--- config.mk ---
export PLATFORM = sky130hd
export DESIGN_NAME = cdma_tx_port
export DESIGN_NICKNAME = d
export VERILOG_FILES = /design/src/rtl/cdma_tx_pkg.sv /design/src/rtl/cdma_tx_walsh.sv /design/src/rtl/cdma_tx_fifo.sv /design/src/rtl/cdma_tx_serializer.sv /design/src/rtl/cdma_tx_port.sv
export SDC_FILE = /design/constraint.sdc
export NUM_CORES = 1
export LEC_CHECK = 0
export BUFFER_PORTS_ARGS = -buffer_cell sky130_fd_sc_hd__buf_2
export CORE_ASPECT_RATIO = 0.5
export CORE_MARGIN = 1
export CORE_UTILIZATION = 65
export DETAILED_ROUTE_END_ITERATION = 8
export HOLD_SLACK_MARGIN = 0.03
export MAX_ROUTING_LAYER = met4
export PLACE_DENSITY = 0.84
export SLEW_MARGIN = 20
export SYNTH_ARGS = -nofsm -noshare
export SYNTH_HDL_FRONTEND = slang
export SYNTH_SLANG_ARGS = --single-unit
--- constraint.sdc ---
create_clock -name clk -period 6.66 [get_ports clk]
set_clock_uncertainty 0.1 [all_clocks]
set_input_delay 0.333 -clock clk [delete_from_list [all_inputs] [get_ports clk]]
set_output_delay 0.333 -clock clk [all_outputs]
set_load 0.01 [all_outputs]
--- src/rtl/cdma_tx_pkg.sv ---
package cdma_tx_pkg;

  typedef enum logic {
    TX_IDLE = 1'b0,
    TX_SEND = 1'b1
  } tx_state_e;

  // Entry (row, col) of a Sylvester Hadamard matrix in 0/1 form:
  // the parity of the bitwise AND of the two indices.
  function automatic logic walsh_bit(input int unsigned row, input int unsigned col);
    logic [31:0] m;
    m = 32'(row) & 32'(col);
    return ^m;
  endfunction

endpackage

--- src/rtl/cdma_tx_walsh.sv ---
module cdma_tx_walsh #(
  parameter int unsigned CHIP_LEN = 8,
  parameter int unsigned IDX_W    = $clog2(CHIP_LEN)
) (
  input  logic [IDX_W-1:0] row,
  input  logic [IDX_W-1:0] col,
  output logic             code
);

  logic [CHIP_LEN-1:0] book [CHIP_LEN];

  for (genvar r = 0; r < CHIP_LEN; r++) begin : g_row
    for (genvar c = 0; c < CHIP_LEN; c++) begin : g_col
      assign book[r][c] = cdma_tx_pkg::walsh_bit(r, c);
    end
  end

  assign code = book[row][col];

endmodule

--- src/rtl/cdma_tx_fifo.sv ---
module cdma_tx_fifo #(
  parameter int unsigned WIDTH = 16,
  parameter int unsigned DEPTH = 8
) (
  input  logic             clk,
  input  logic             rst_n,
  input  logic             push,
  input  logic [WIDTH-1:0] wdata,
  input  logic             pop,
  output logic [WIDTH-1:0] rdata,
  output logic             empty,
  output logic             full
);

  localparam int unsigned PTR_W = (DEPTH > 1) ? $clog2(DEPTH) : 1;
  localparam int unsigned CNT_W = $clog2(DEPTH + 1);
  localparam logic [PTR_W-1:0] LAST_SLOT = PTR_W'(DEPTH - 1);

  logic [WIDTH-1:0] slots [DEPTH];
  logic [PTR_W-1:0] wr_ptr, rd_ptr;
  logic [CNT_W-1:0] level;

  assign empty = (level == '0);
  assign full  = (level == CNT_W'(DEPTH));
  assign rdata = slots[rd_ptr];

  always_ff @(posedge clk) begin
    if (push) slots[wr_ptr] <= wdata;
  end

  always_ff @(posedge clk or negedge rst_n) begin
    if (!rst_n) begin
      wr_ptr <= '0;
      rd_ptr <= '0;
      level  <= '0;
    end else begin
      if (push) wr_ptr <= (wr_ptr == LAST_SLOT) ? '0 : wr_ptr + 1'b1;
      if (pop)  rd_ptr <= (rd_ptr == LAST_SLOT) ? '0 : rd_ptr + 1'b1;
      case ({push, pop})
        2'b10:   level <= level + 1'b1;
        2'b01:   level <= level - 1'b1;
        default: level <= level;
      endcase
    end
  end


  no_overflow_chk: assert property (@(posedge clk) disable iff (!rst_n)
    push |-> !full);


  no_underflow_chk: assert property (@(posedge clk) disable iff (!rst_n)
    pop |-> !empty);


  full_hold_chk: assert property (@(posedge clk) disable iff (!rst_n)
    (full && !pop) |=> full);

endmodule

--- src/rtl/cdma_tx_serializer.sv ---
module cdma_tx_serializer #(
  parameter int unsigned PKT_W    = 16,
  parameter int unsigned CHIP_LEN = 8,
  parameter int unsigned DST_W    = 3,
  parameter int unsigned DST_LSB  = 8
) (
  input  logic             clk,
  input  logic             rst_n,
  input  logic [PKT_W-1:0] head,
  input  logic             head_valid,
  input  logic             grant,
  input  logic             code_bit,
  output logic             req,
  output logic [DST_W-1:0] req_dst,
  output logic             pop,
  output logic             chip_valid,
  output logic             chip,
  output logic [DST_W-1:0] row,
  output logic [DST_W-1:0] col
);

  import cdma_tx_pkg::*;

  localparam int unsigned BIT_W  = $clog2(PKT_W);
  localparam int unsigned CIDX_W = $clog2(CHIP_LEN);
  localparam logic [CIDX_W-1:0] LAST_CHIP = CIDX_W'(CHIP_LEN - 1);
  localparam logic [BIT_W-1:0]  TOP_BIT   = BIT_W'(PKT_W - 1);

  tx_state_e         state;
  logic [BIT_W-1:0]  bit_idx;
  logic [CIDX_W-1:0] chip_idx;
  logic [DST_W-1:0]  cur_dst;
  logic              sending;
  logic              end_of_bit;

  assign sending    = (state == TX_SEND);
  assign end_of_bit = (chip_idx == LAST_CHIP);

  always_ff @(posedge clk or negedge rst_n) begin
    if (!rst_n) begin
      state    <= TX_IDLE;
      bit_idx  <= '0;
      chip_idx <= '0;
      cur_dst  <= '0;
    end else begin
      case (state)
        TX_IDLE: begin
          if (head_valid && grant) begin
            state    <= TX_SEND;
            bit_idx  <= TOP_BIT;
            chip_idx <= '0;
            cur_dst  <= head[DST_LSB +: DST_W];
          end
        end
        TX_SEND: begin
          if (end_of_bit) begin
            chip_idx <= '0;
            if (bit_idx == '0) state   <= TX_IDLE;
            else               bit_idx <= bit_idx - 1'b1;
          end else begin
            chip_idx <= chip_idx + 1'b1;
          end
        end
        default: state <= TX_IDLE;
      endcase
    end
  end

  always_comb begin
    req        = !sending && head_valid;
    req_dst    = head[DST_LSB +: DST_W];
    pop        = sending && end_of_bit && (bit_idx == '0);
    chip_valid = sending;
    chip       = sending && (code_bit ^ head[bit_idx]);
    row        = cur_dst;
    col        = DST_W'(chip_idx);
  end


  start_on_grant_chk: assert property (@(posedge clk) disable iff (!rst_n)
    $rose(chip_valid) |-> $past(grant));


  stop_after_pop_chk: assert property (@(posedge clk) disable iff (!rst_n)
    $fell(chip_valid) |-> $past(pop));


  head_present_chk: assert property (@(posedge clk) disable iff (!rst_n)
    chip_valid |-> head_valid);

endmodule

--- src/rtl/cdma_tx_port.sv ---
module cdma_tx_port #(
  parameter int unsigned CHIP_LEN = 8,
  parameter int unsigned GRP_W    = 2,
  parameter int unsigned PAY_W    = 8,
  parameter int unsigned DEPTH    = 8,
  parameter int unsigned ADDR_W   = $clog2(CHIP_LEN)
) (
  input  logic              clk,
  input  logic              rst_n,
  input  logic              in_valid,
  output logic              in_ready,
  input  logic [GRP_W-1:0]  in_group,
  input  logic [ADDR_W-1:0] in_src,
  input  logic [ADDR_W-1:0] in_dst,
  input  logic [PAY_W-1:0]  in_payload,
  output logic              buf_full,
  output logic              req,
  output logic [ADDR_W-1:0] req_dst,
  input  logic              grant,
  output logic              chip_valid,
  output logic              chip
);

  localparam int unsigned PKT_W = GRP_W + 2 * ADDR_W + PAY_W;

  logic [PKT_W-1:0]  wdata, head;
  logic              push, pop, empty, full, code_bit;
  logic [ADDR_W-1:0] row, col;

  assign wdata    = {in_group, in_src, in_dst, in_payload};
  assign in_ready = !full;
  assign buf_full = full;
  assign push     = in_valid && in_ready;

  cdma_tx_fifo #(
    .WIDTH(PKT_W),
    .DEPTH(DEPTH)
  ) u_fifo (
    .clk   (clk),
    .rst_n (rst_n),
    .push  (push),
    .wdata (wdata),
    .pop   (pop),
    .rdata (head),
    .empty (empty),
    .full  (full)
  );

  cdma_tx_walsh #(
    .CHIP_LEN(CHIP_LEN),
    .IDX_W   (ADDR_W)
  ) u_walsh (
    .row  (row),
    .col  (col),
    .code (code_bit)
  );

  cdma_tx_serializer #(
    .PKT_W   (PKT_W),
    .CHIP_LEN(CHIP_LEN),
    .DST_W   (ADDR_W),
    .DST_LSB (PAY_W)
  ) u_ser (
    .clk        (clk),
    .rst_n      (rst_n),
    .head       (head),
    .head_valid (!empty),
    .grant      (grant),
    .code_bit   (code_bit),
    .req        (req),
    .req_dst    (req_dst),
    .pop        (pop),
    .chip_valid (chip_valid),
    .chip       (chip),
    .row        (row),
    .col        (col)
  );


  req_quiet_chk: assert property (@(posedge clk) disable iff (!rst_n)
    req |-> !chip_valid);


  idle_chip_zero_chk: assert property (@(posedge clk) disable iff (!rst_n)
    !chip_valid |-> !chip);

endmodule

; After elaboration in Yosys (flattened, before gate mapping)
; Memories as Yosys holds them, arrays and structs flattened.
; Cells that the tools add are included.
[classes]
n_addsub = 6
n_lt_le_gt_ge = 3
n_eq_ne = 9
n_mux = 22
bitwise = 3
n_reduce_logical = 14
[ops]
columns = operator, n
row1 = 2-to-1 mux 8 bit, 2
row2 = one-hot mux 4 bit (2 select lines), 2
row3 = 2-to-1 mux 3 bit, 4
row4 = 2-to-1 mux 4 bit, 3
row5 = adder 3 x 1 -> 3 bit (second input constant), 3
row6 = == test 3 bit (second input constant), 3
row7 = zero test 4 bit, 2
row8 = subtractor 4 x 1 -> 4 bit (second input constant), 2
row9 = 2-to-1 mux 1 bit, 7
row10 = logical AND 1 bit, 6
row11 = one-hot mux 3 bit (2 select lines), 1
row12 = less-than comparator 4 x 5 -> 1 bit (second input constant), 1
row13 = adder 4 x 1 -> 4 bit (second input constant), 1
row14 = binary-select mux 1 bit (select 4 bit), 1
row15 = == test 4 bit (second input constant), 1
row16 = greater-or-equal comparator 4 bit (second input constant), 1
row17 = less-than comparator 3 x 4 -> 1 bit (second input constant), 1
row18 = inequality test 2 bit (second input constant), 2
row19 = NOT 3 -> 4 bit, 1
row20 = binary-select mux 1 bit (select 3 bit), 1
row21 = zero test 1 bit, 3
row22 = AND reduction 3 bit, 1
row23 = == test 2 x 1 -> 1 bit (second input constant), 1
row24 = == test 2 bit (second input constant), 1
row25 = 6 further kinds, 6
[word_totals]
register_bits = 21
ram_bits = 128
romBits = 64
inputBits = 20
wordCells = 66
memories = 2
[mem_list]
columns = name, depth, width, rd, rd_clocked_by_memory_dff, wr, line_no
row1 = u_fifo.slots, 8, 16, 1, 0, 1, cdma_tx_fifo.sv:19  ; logic [WIDTH-1:0] slots [DEPTH];
row2 = (name not given), 8, 8, 1, 0, 0, cdma_tx_walsh.sv:18  ; assign code = book[row][col];

; Depth between registers and ports, before layout
; Gate-level depths: netlist of the first run.
[depth]
word_depth = 8
ltp_mapped = 12
ltp_nobuf = 11

; By module
; Synthesis of the first run repeated with hierarchy kept, for this count alone.
[hier_totals]
cells_unflattened = 325
hier_area_um2 = 6348.6
[by_module_without_submodules]
columns = module, instances, cells_each, area_each_um2
row1 = cdma_tx_fifo, 1, 243, 5525.3
row2 = cdma_tx_serializer, 1, 65, 700.7
row3 = cdma_tx_walsh, 1, 14, 108.9
row4 = cdma_tx_port, 1, 3, 13.8

; Least setup slack after synthesis of the first run
; OpenSTA, ideal clock, no wires.
[synth_path]
path_type = flip-flop to flip-flop
startpoint = reg u_fifo.level[1]
endpoint = mem u_fifo.slots[0][0], enable pin
setup_time_ns = 0.409
t_arrival_ns = 2.390
required_time_ns = 6.151
path_slack_ns = 3.761
path_stages_with_launch = 7
synth_period_minus_slack_ns = 2.899
path_cell_list = dfrtp_1 -> clkbuf_1 -> nor3_1 -> nand2_1 -> nand2_1 -> or2_2 -> nor3_1
[synth_between]
elab_chain_cells = 5
[synth_lines]
columns = element, line_no
row1 = from (decl), cdma_tx_fifo.sv:21  ; logic [CNT_W-1:0] level;
row2 = from (signal assigned), cdma_tx_fifo.sv:40  ; 2'b10: level <= level + 1'b1;
row3 = from (signal assigned), cdma_tx_fifo.sv:41  ; 2'b01: level <= level - 1'b1;
row4 = from (signal assigned), cdma_tx_fifo.sv:42  ; default: level <= level;
row5 = == test 4 bit, cdma_tx_fifo.sv:24  ; assign full = (level == CNT_W'(DEPTH));
row6 = zero test 1 bit, cdma_tx_port.sv:31  ; assign in_ready = !full;
row7 = via in_ready, cdma_tx_port.sv:11  ; output logic in_ready,
row8 = logical AND 1 bit, cdma_tx_port.sv:33  ; assign push = in_valid && in_ready;
row9 = 2-to-1 mux 1 bit, cdma_tx_fifo.sv:28  ; if (push) slots[wr_ptr] <= wdata;
row10 = 2-to-1 mux 1 bit (not written as such), cdma_tx_fifo.sv:28
row11 = to (decl), cdma_tx_fifo.sv:19
; The timed path passes the listed nets, and every way through them passes these cells.

; Worst setup path after layout of the first run
[layout_path]
startpoint = reg u_fifo.rd_ptr[0]
endpoint = out chip
[layout_between]
elab_chain_cells = 5
[layout_lines]
columns = element, line_no
row1 = from (decl), cdma_tx_fifo.sv:20  ; logic [PTR_W-1:0] wr_ptr, rd_ptr;
row2 = from (signal assigned), cdma_tx_fifo.sv:38  ; if (pop) rd_ptr <= (rd_ptr == LAST_SLOT) ? '0 : rd_ptr + 1'b1;
row3 = memory read (8 x 16 bit), -
row4 = binary-select mux 1 bit (select 4 bit), cdma_tx_serializer.sv:74  ; chip = sending && (code_bit ^ head[bit_idx]);
row5 = 2-to-1 mux 1 bit (not written as such), cdma_tx_serializer.sv:74
row6 = bitwise XOR 1 bit, cdma_tx_serializer.sv:74
row7 = logical AND 1 bit, cdma_tx_serializer.sv:74
row8 = to (decl), cdma_tx_port.sv:21  ; output logic chip
; No other way between the ends. The select of a mux whose other input is x is not followed.

==> metrics.csv, run 1 <==
metric,value,unit
outcome,finished clean,
vias,3457,
synth.yosys.seq_area_share,70.39,%
period_minus_slack,4.021,ns
timing.fmax,248.7,MHz
async_flop_share,14.09,%
crit_required,6.23,ns
ys_types,40,
drv_cap,0,
synth_seq_cells,149,
clock_sinks,149,
relSlewSlack,50.70,%
crit_buf_inv,2,
cts_buffers,17,
drtIter0Drc,268,
slowest_stage,mux4_1,
via_per_inst,6.585,
ir_worst_vdd,0.2036,mV
timing.final.crit_share,60.37,%
crit_arrival,3.59,ns
netlist.top_cell.by_area,edfxtp_1,
reg2reg_to,u_fifo.level[3],
grt_start_max_net_pins,43,
setup_tns,0,ns
r2r-start,u_ser.bit_idx[0],
setup_viol,0,
cts_buffer_depth,2,
ant_nets,0,
diodes,0,
grt_pass1_vias,3515,
dp_hpwl,7.556,mm
clk_pin_slew,0.06,ns
grt_pass1_wl,19.68,mm
gp_congestion,0.8400,
overflow,0,
hold_viol_final,0,
maxSlewViolCount,0,
cts_root_buf,clkbuf_16,
crit_chain,buf_4 -> mux4_1 -> mux2_2 -> mux2_2 -> a2111o_1 -> o211ai_2 -> mux2_1 -> buf_2,
dieArea,0.009968,sq mm
start_kind,flop,
cp-end-kind,primary output,
p_leak,2.427,nW
synth_top_area_share,61.92,%
max_stage_delay,0.63,ns
holdPathEnd,u_fifo.slots[5][0],
reg2reg_depth,11,
cts_resized,0,
dr.pass1.iters,5,
boundaryPins,28,
yosys-top-cells-count,"edfxtp_1, nand2_1, dfrtp_1",
syn-num-nets,383,
worstMarginPinSlew,0.7395,ns
power,2.668,mW
utilization,78.36,%
antenna_found_initial,0,
setup_slack,2.639,ns
hold_class,in2reg,
cpMostUsedCell,mux2_2,
yosysMostFrequentCell,edfxtp_1,
wl,12.83,mm
syn_avg_cell_area,17.63,sq um
drc,0,
drive_gt1_share,25.49,%
area_growth,13.34,%
grt_setup_unrepaired,no,
hold_depth,1,
clk_latency,0.41,ns
dieHeight,71.10,um
rows,24,
synth.top_cells.by_area,"edfxtp_1, dfrtp_1, mux4_2",
start_util,69.13,%
path_max_fanout,42,
yosysWarnings,0,
timing.hold.ws,0.08270,ns
cts_tree,done,
synth_edf_count,128,
syn-cell-area,0.006207,sq mm
path_class,reg2out,
portBuffers,27,
pwr_density_cell,379.2,mW/mm^2
fp.dieW,140.2,um
min_from,in_payload[0],
pre_cts_ws,3.048,ns
core_area,0.008979,sq mm
fin_nets,426,
r2r_slack,3.45,ns
wl_per_cell,24.43,um
ys.flop_type,edfxtp_1,
track_usage,29.47,%
crit_family,multiplexers,
syn_inst,352,
htreeDepth,4,
registers in the layout (all words and copies together) (netlist names):
| name | cells |
|---|---|
| u_fifo.rd_ptr | 3 |
| u_fifo.level | 4 |
| u_fifo.wr_ptr | 3 |
| u_ser.row | 3 |
| u_fifo.slots | 128 |
| u_ser.chip_valid | 1 |
| u_ser.bit_idx | 4 |
| u_ser.col | 3 |
cells in the final DEF, fill, tap and decap left out, types with 2 or more instances in the layout:
master,netlist,final
edfxtp_1,128,128
buf_2,3,27
nand2_1,22,22
dfrtp_1,21,20
nor2_1,19,19
mux4_2,17,17
clkbuf_16,0,17
mux2i_1,15,15
mux2_2,14,14
ha_1,11,11
buf_4,5,10
mux4_1,8,8
inv_1,7,7
nand3_1,7,7
nor2b_1,7,7
a22oi_1,7,7
o21ai_0,7,7
nand2b_1,6,6
nor3_1,7,5
xnor2_1,5,5
inv_6,0,5
xor2_1,4,4
a311oi_1,4,4
a21oi_1,4,4
clkinvlp_4,0,4
clkinv_4,0,4
nor3_2,0,2
and2_1,2,2
o221ai_1,2,2
a22o_1,2,2
worst reg2reg max path: stages, from the launching register on:
cell	delay, ns
dfrtp_1	0.60
inv_1	0.40
ha_1	0.25
nand2_1	0.06
nor2_1	0.45
ha_1	0.39
nand2_1	0.10
mux2_2	0.28
o22ai_1	0.15
o21ai_0	0.10
nor2_1	0.13
xor2_1	0.15
kinds of logic after synthesis:
kind of cell               count (synthesis)  synth area share, %
adders and majority gates                 11                2.217
and+or+nand+nor                           73                5.422
muxes                                     55                14.69
AOI/OAI and AO/OA                         34                3.991
xor gates and xnor gates                   9                1.270
buffers and inverters                     21                2.016
DFF                                      149                70.39
per-stage QoR:
step | std cells | instance area, sq um
final | 525 | 7036
after global placement | 492 | 6476
after floorplan | 352 | 6207
after detailed placement | 492 | 6476
after CTS | 525 | 7036
after global routing | 525 | 7036
area by class of cell:
cell class | count | area, sq um
clock inverter | 14 | 120.1
tap | 117 | 146.4
timing repair buffer | 38 | 220.2
clock buffer | 18 | 429.2
fill | 441 | 1943
multi-input combinational | 182 | 1723
inverter | 7 | 26.28
sequential | 149 | 4370
repair_timing:
action                    in CTS  in global routing
hold buffers                   1                  0
buffers inserted               0                  0
hold endpoints to repair      21                  0
how the worst max path moves through the flow:
stage                startpoint                  to  slack (ns)  cells past startpoint
5_1_grt        u_fifo.rd_ptr[0]                chip        2.49                      8
4_1_cts        u_fifo.rd_ptr[0]                chip        2.58                      8
3_3_place_gp   u_fifo.rd_ptr[0]                chip        3.11                      8
2_1_floorplan   u_fifo.level[1]  u_fifo.slots[0][0]        3.76                      6
3_5_place_dp   u_fifo.rd_ptr[0]                chip        3.05                      8
6_report       u_fifo.rd_ptr[0]                chip        2.64                      8
metal layers:
metal	up-vias	share of wire (%)	GRT usage [%]
met3	39	9.0	7.380
met5	-	0	-
met1	1731	41	38.75
met2	208	47	43.61
met4	0	2.7	15.02
li1	1479	-	-
power breakdown:
group | leakage, nW | switching [mW] | internal [mW]
sequential | 1.41 | 0.114 | 1.18
clock | 0.256 | 0.385 | 0.486
combinational | 0.760 | 0.297 | 0.205
No activity file was read; power rests on OpenSTA's default activity.
==> run 2: changes to the inputs <==
Settings changed: CORE_UTILIZATION 65 to 61, PLACE_DENSITY 0.84 to 0.79.
Clock period 6.66 ns to 4.2 ns, I/O delays scaled along.
==> run 2 against run 1 <==
  * Sequential share of layout area decreased by 2.1 points
  * Die area increased by 6.4%
  * Clock power increased by 72%
  * The flow now finishes with violations (DRC)
==> metrics.csv, run 2 (same netlist as run 1, synthesis figures left out) <==
metric,value,unit,change
outcome,"complete, but fails checks",,
violations,DRC,,
track_usage,28.56,%,-0.91 points
reg.largest.list,"u_fifo.slots (128), u_fifo.level (4), u_ser.bit_idx (4)",,
regMostFlops,u_fifo.slots,,
setup_slack,0.2904,ns,-2.349 ns
rows,25,,+4.2%
area_growth,17.38,%,
hold_viol_final,0,,unchanged
drive_gt1_share,23.94,%,-1.5 points
p_leak,2.523,nW,+4.0%
fin_nets,444,,+4.2%
htreeDepth,4,,unchanged
grt_pass1_wl,19.75,mm,+0.39%
ir_worst_vdd,0.4228,mV,+110%
path_max_fanout,25,,-40%
cts_buffers,17,,unchanged
dr.pass1.iters,7,,+2
timing.fmax,255.8,MHz,
cp-end-kind,primary output,,
slowest_stage,dfrtp_2,,
fin_area,0.007286,sq mm,+3.6%
relSlewSlack,30.81,%,-20 points
maxSlewViolCount,0,,unchanged
reg2reg_to,u_fifo.level[3],,
drtIter0Drc,362,,+35%
crit_required,3.89,ns,-2.34 ns
final_common_cell,edfxtp_1,,
via_per_inst,6.278,,-4.7%
boundaryPins,28,,unchanged
worstMarginPinSlew,1.034,ns,+0.2946 ns
pwr_density_cell,596.5,mW/mm^2,+57%
clk_pin_slew,0.06,ns,about the same
power,4.346,mW,+63%
core_area,0.009666,sq mm,+7.7%
cts_buffer_depth,2,,unchanged
setup_viol,0,,unchanged
grt_pass1_vias,3491,,-0.68%
cts_root_buf,clkbuf_16,,
grt_start_max_net_pins,26,,-40%
overflow,0,,unchanged
crit_chain,buf_4 -> mux4_2 -> mux2_2 -> o221ai_1 -> o311ai_0 -> o211ai_2 -> mux2_1 -> buf_2,,
reg2reg_depth,11,,unchanged
hold_depth,4,,+3
period_minus_slack,3.910,ns,
start_kind,flop,,
path_class,reg2out,,
r2r_slack,1.09,ns,-2.36 ns
dieArea,0.01061,sq mm,+6.4%
most-common-layout-cells,"edfxtp_1, buf_2, nand2_1",,
start_util,64.22,%,-4.9 points
timing.final.crit_share,93.09,%,
gp_congestion,0.8616,,+2.6%
pre_cts_ws,0.8311,ns,-2.217 ns
largest_register_ffs,128,,unchanged
vias,3522,,+1.9%
drc,1,,+1
fp.dieW,144.7,um,+3.2%
r2r-start,u_ser.bit_idx[0],,
portBuffers,27,,unchanged
drv_cap,0,,unchanged
fill_cells,543,,+23%
wl_per_cell,23.20,um,-5.0%
utilization,75.38,%,-3.0 points
holdPathEnd,u_fifo.wr_ptr[0],,
wl,13.01,mm,+1.5%
dieHeight,73.33,um,+3.1%
hold_class,in2reg,,
ant_nets,0,,unchanged
dpl_cell_area,0.006499,sq mm,+0.35%
grt_setup_unrepaired,no,,
dp_hpwl,7.780,mm,+3.0%
clk_latency,0.42,ns,about the same
clock_sinks,149,,unchanged
setup_tns,0,ns,unchanged
antenna_found_initial,0,,unchanged
crit_arrival,3.60,ns,about the same
cts_tree,done,,
min_from,in_valid,,
max_stage_delay,0.72,ns,+0.09 ns
diodes,0,,unchanged
## run 2: cell count changes in the layout (fill, tap and decap cells not counted), moves of 2 or more
cell and change:
dlygate4sd3_1 +17, inv_6 -4, bufinv_16 +3, clkbuf_1 +2, clkinv_4 -2
## run 2: timing repair
action | in CTS | in global routing
setup endpoints to repair | 0 | 0
hold endpoints to repair | 151 | 0
resized for setup | 0 | 0
buffers inserted | 0 | 0
hold buffers | 18 | 0
## run 2: how the worst max path moves through the flow
stage                           from                  to  slack (ns)  cells past startpoint
finish              u_fifo.rd_ptr[0]                chip        0.29                      8
global route        u_fifo.rd_ptr[0]                chip        0.10                      8
CTS                 u_fifo.rd_ptr[0]                chip        0.24                      8
detailed placement  u_fifo.rd_ptr[0]                chip        0.83                      8
global placement    u_fifo.rd_ptr[0]                chip        0.85                      8
floorplan            u_fifo.level[1]  u_fifo.slots[0][0]        1.30                      6
## run 2: critical path: cells and delay by family, from the launching register on
kind	cells	cell delay (ns)
compound gates	3	0.60
flops	1	0.72
mux	3	1.22
buf+inv	2	0.63
## run 2: final cells by class
type	count	area, sq um	share of cell area, %
timing repair buffer	56	405.4	5.564
tap	135	168.9	2.318
sequential	149	4370	59.99
clock buffer	20	436.7	5.993
clock inverter	12	155.1	2.129
multi-input combinational	182	1723	23.65
inverter	7	26.28	0.3606
## run 2: metal layers
layer	up-vias	track usage, %	share of wire, %
met4	0	11.70	1.8
met1	1773	37.44	42
met3	27	7.757	8.7
met5	-	-	0
li1	1512	-	-
met2	210	43.11	48
## run 2: report_power, final
part           switching (mW)  total [mW]  internal [mW]  leakage, nW
sequential              0.184        2.06           1.88         1.41
combinational           0.449       0.784          0.335        0.838
clock                   0.570        1.50          0.933        0.274
## run 2: stage by stage
stage | std cells | hold slack [ns]
after detailed placement | 510 | 0.09669
after global routing | 561 | 0.1897
final | 561 | 0.1564
after CTS | 560 | 0.1417
after floorplan | 352 | -0.1856
after global placement | 510 | 0.08064
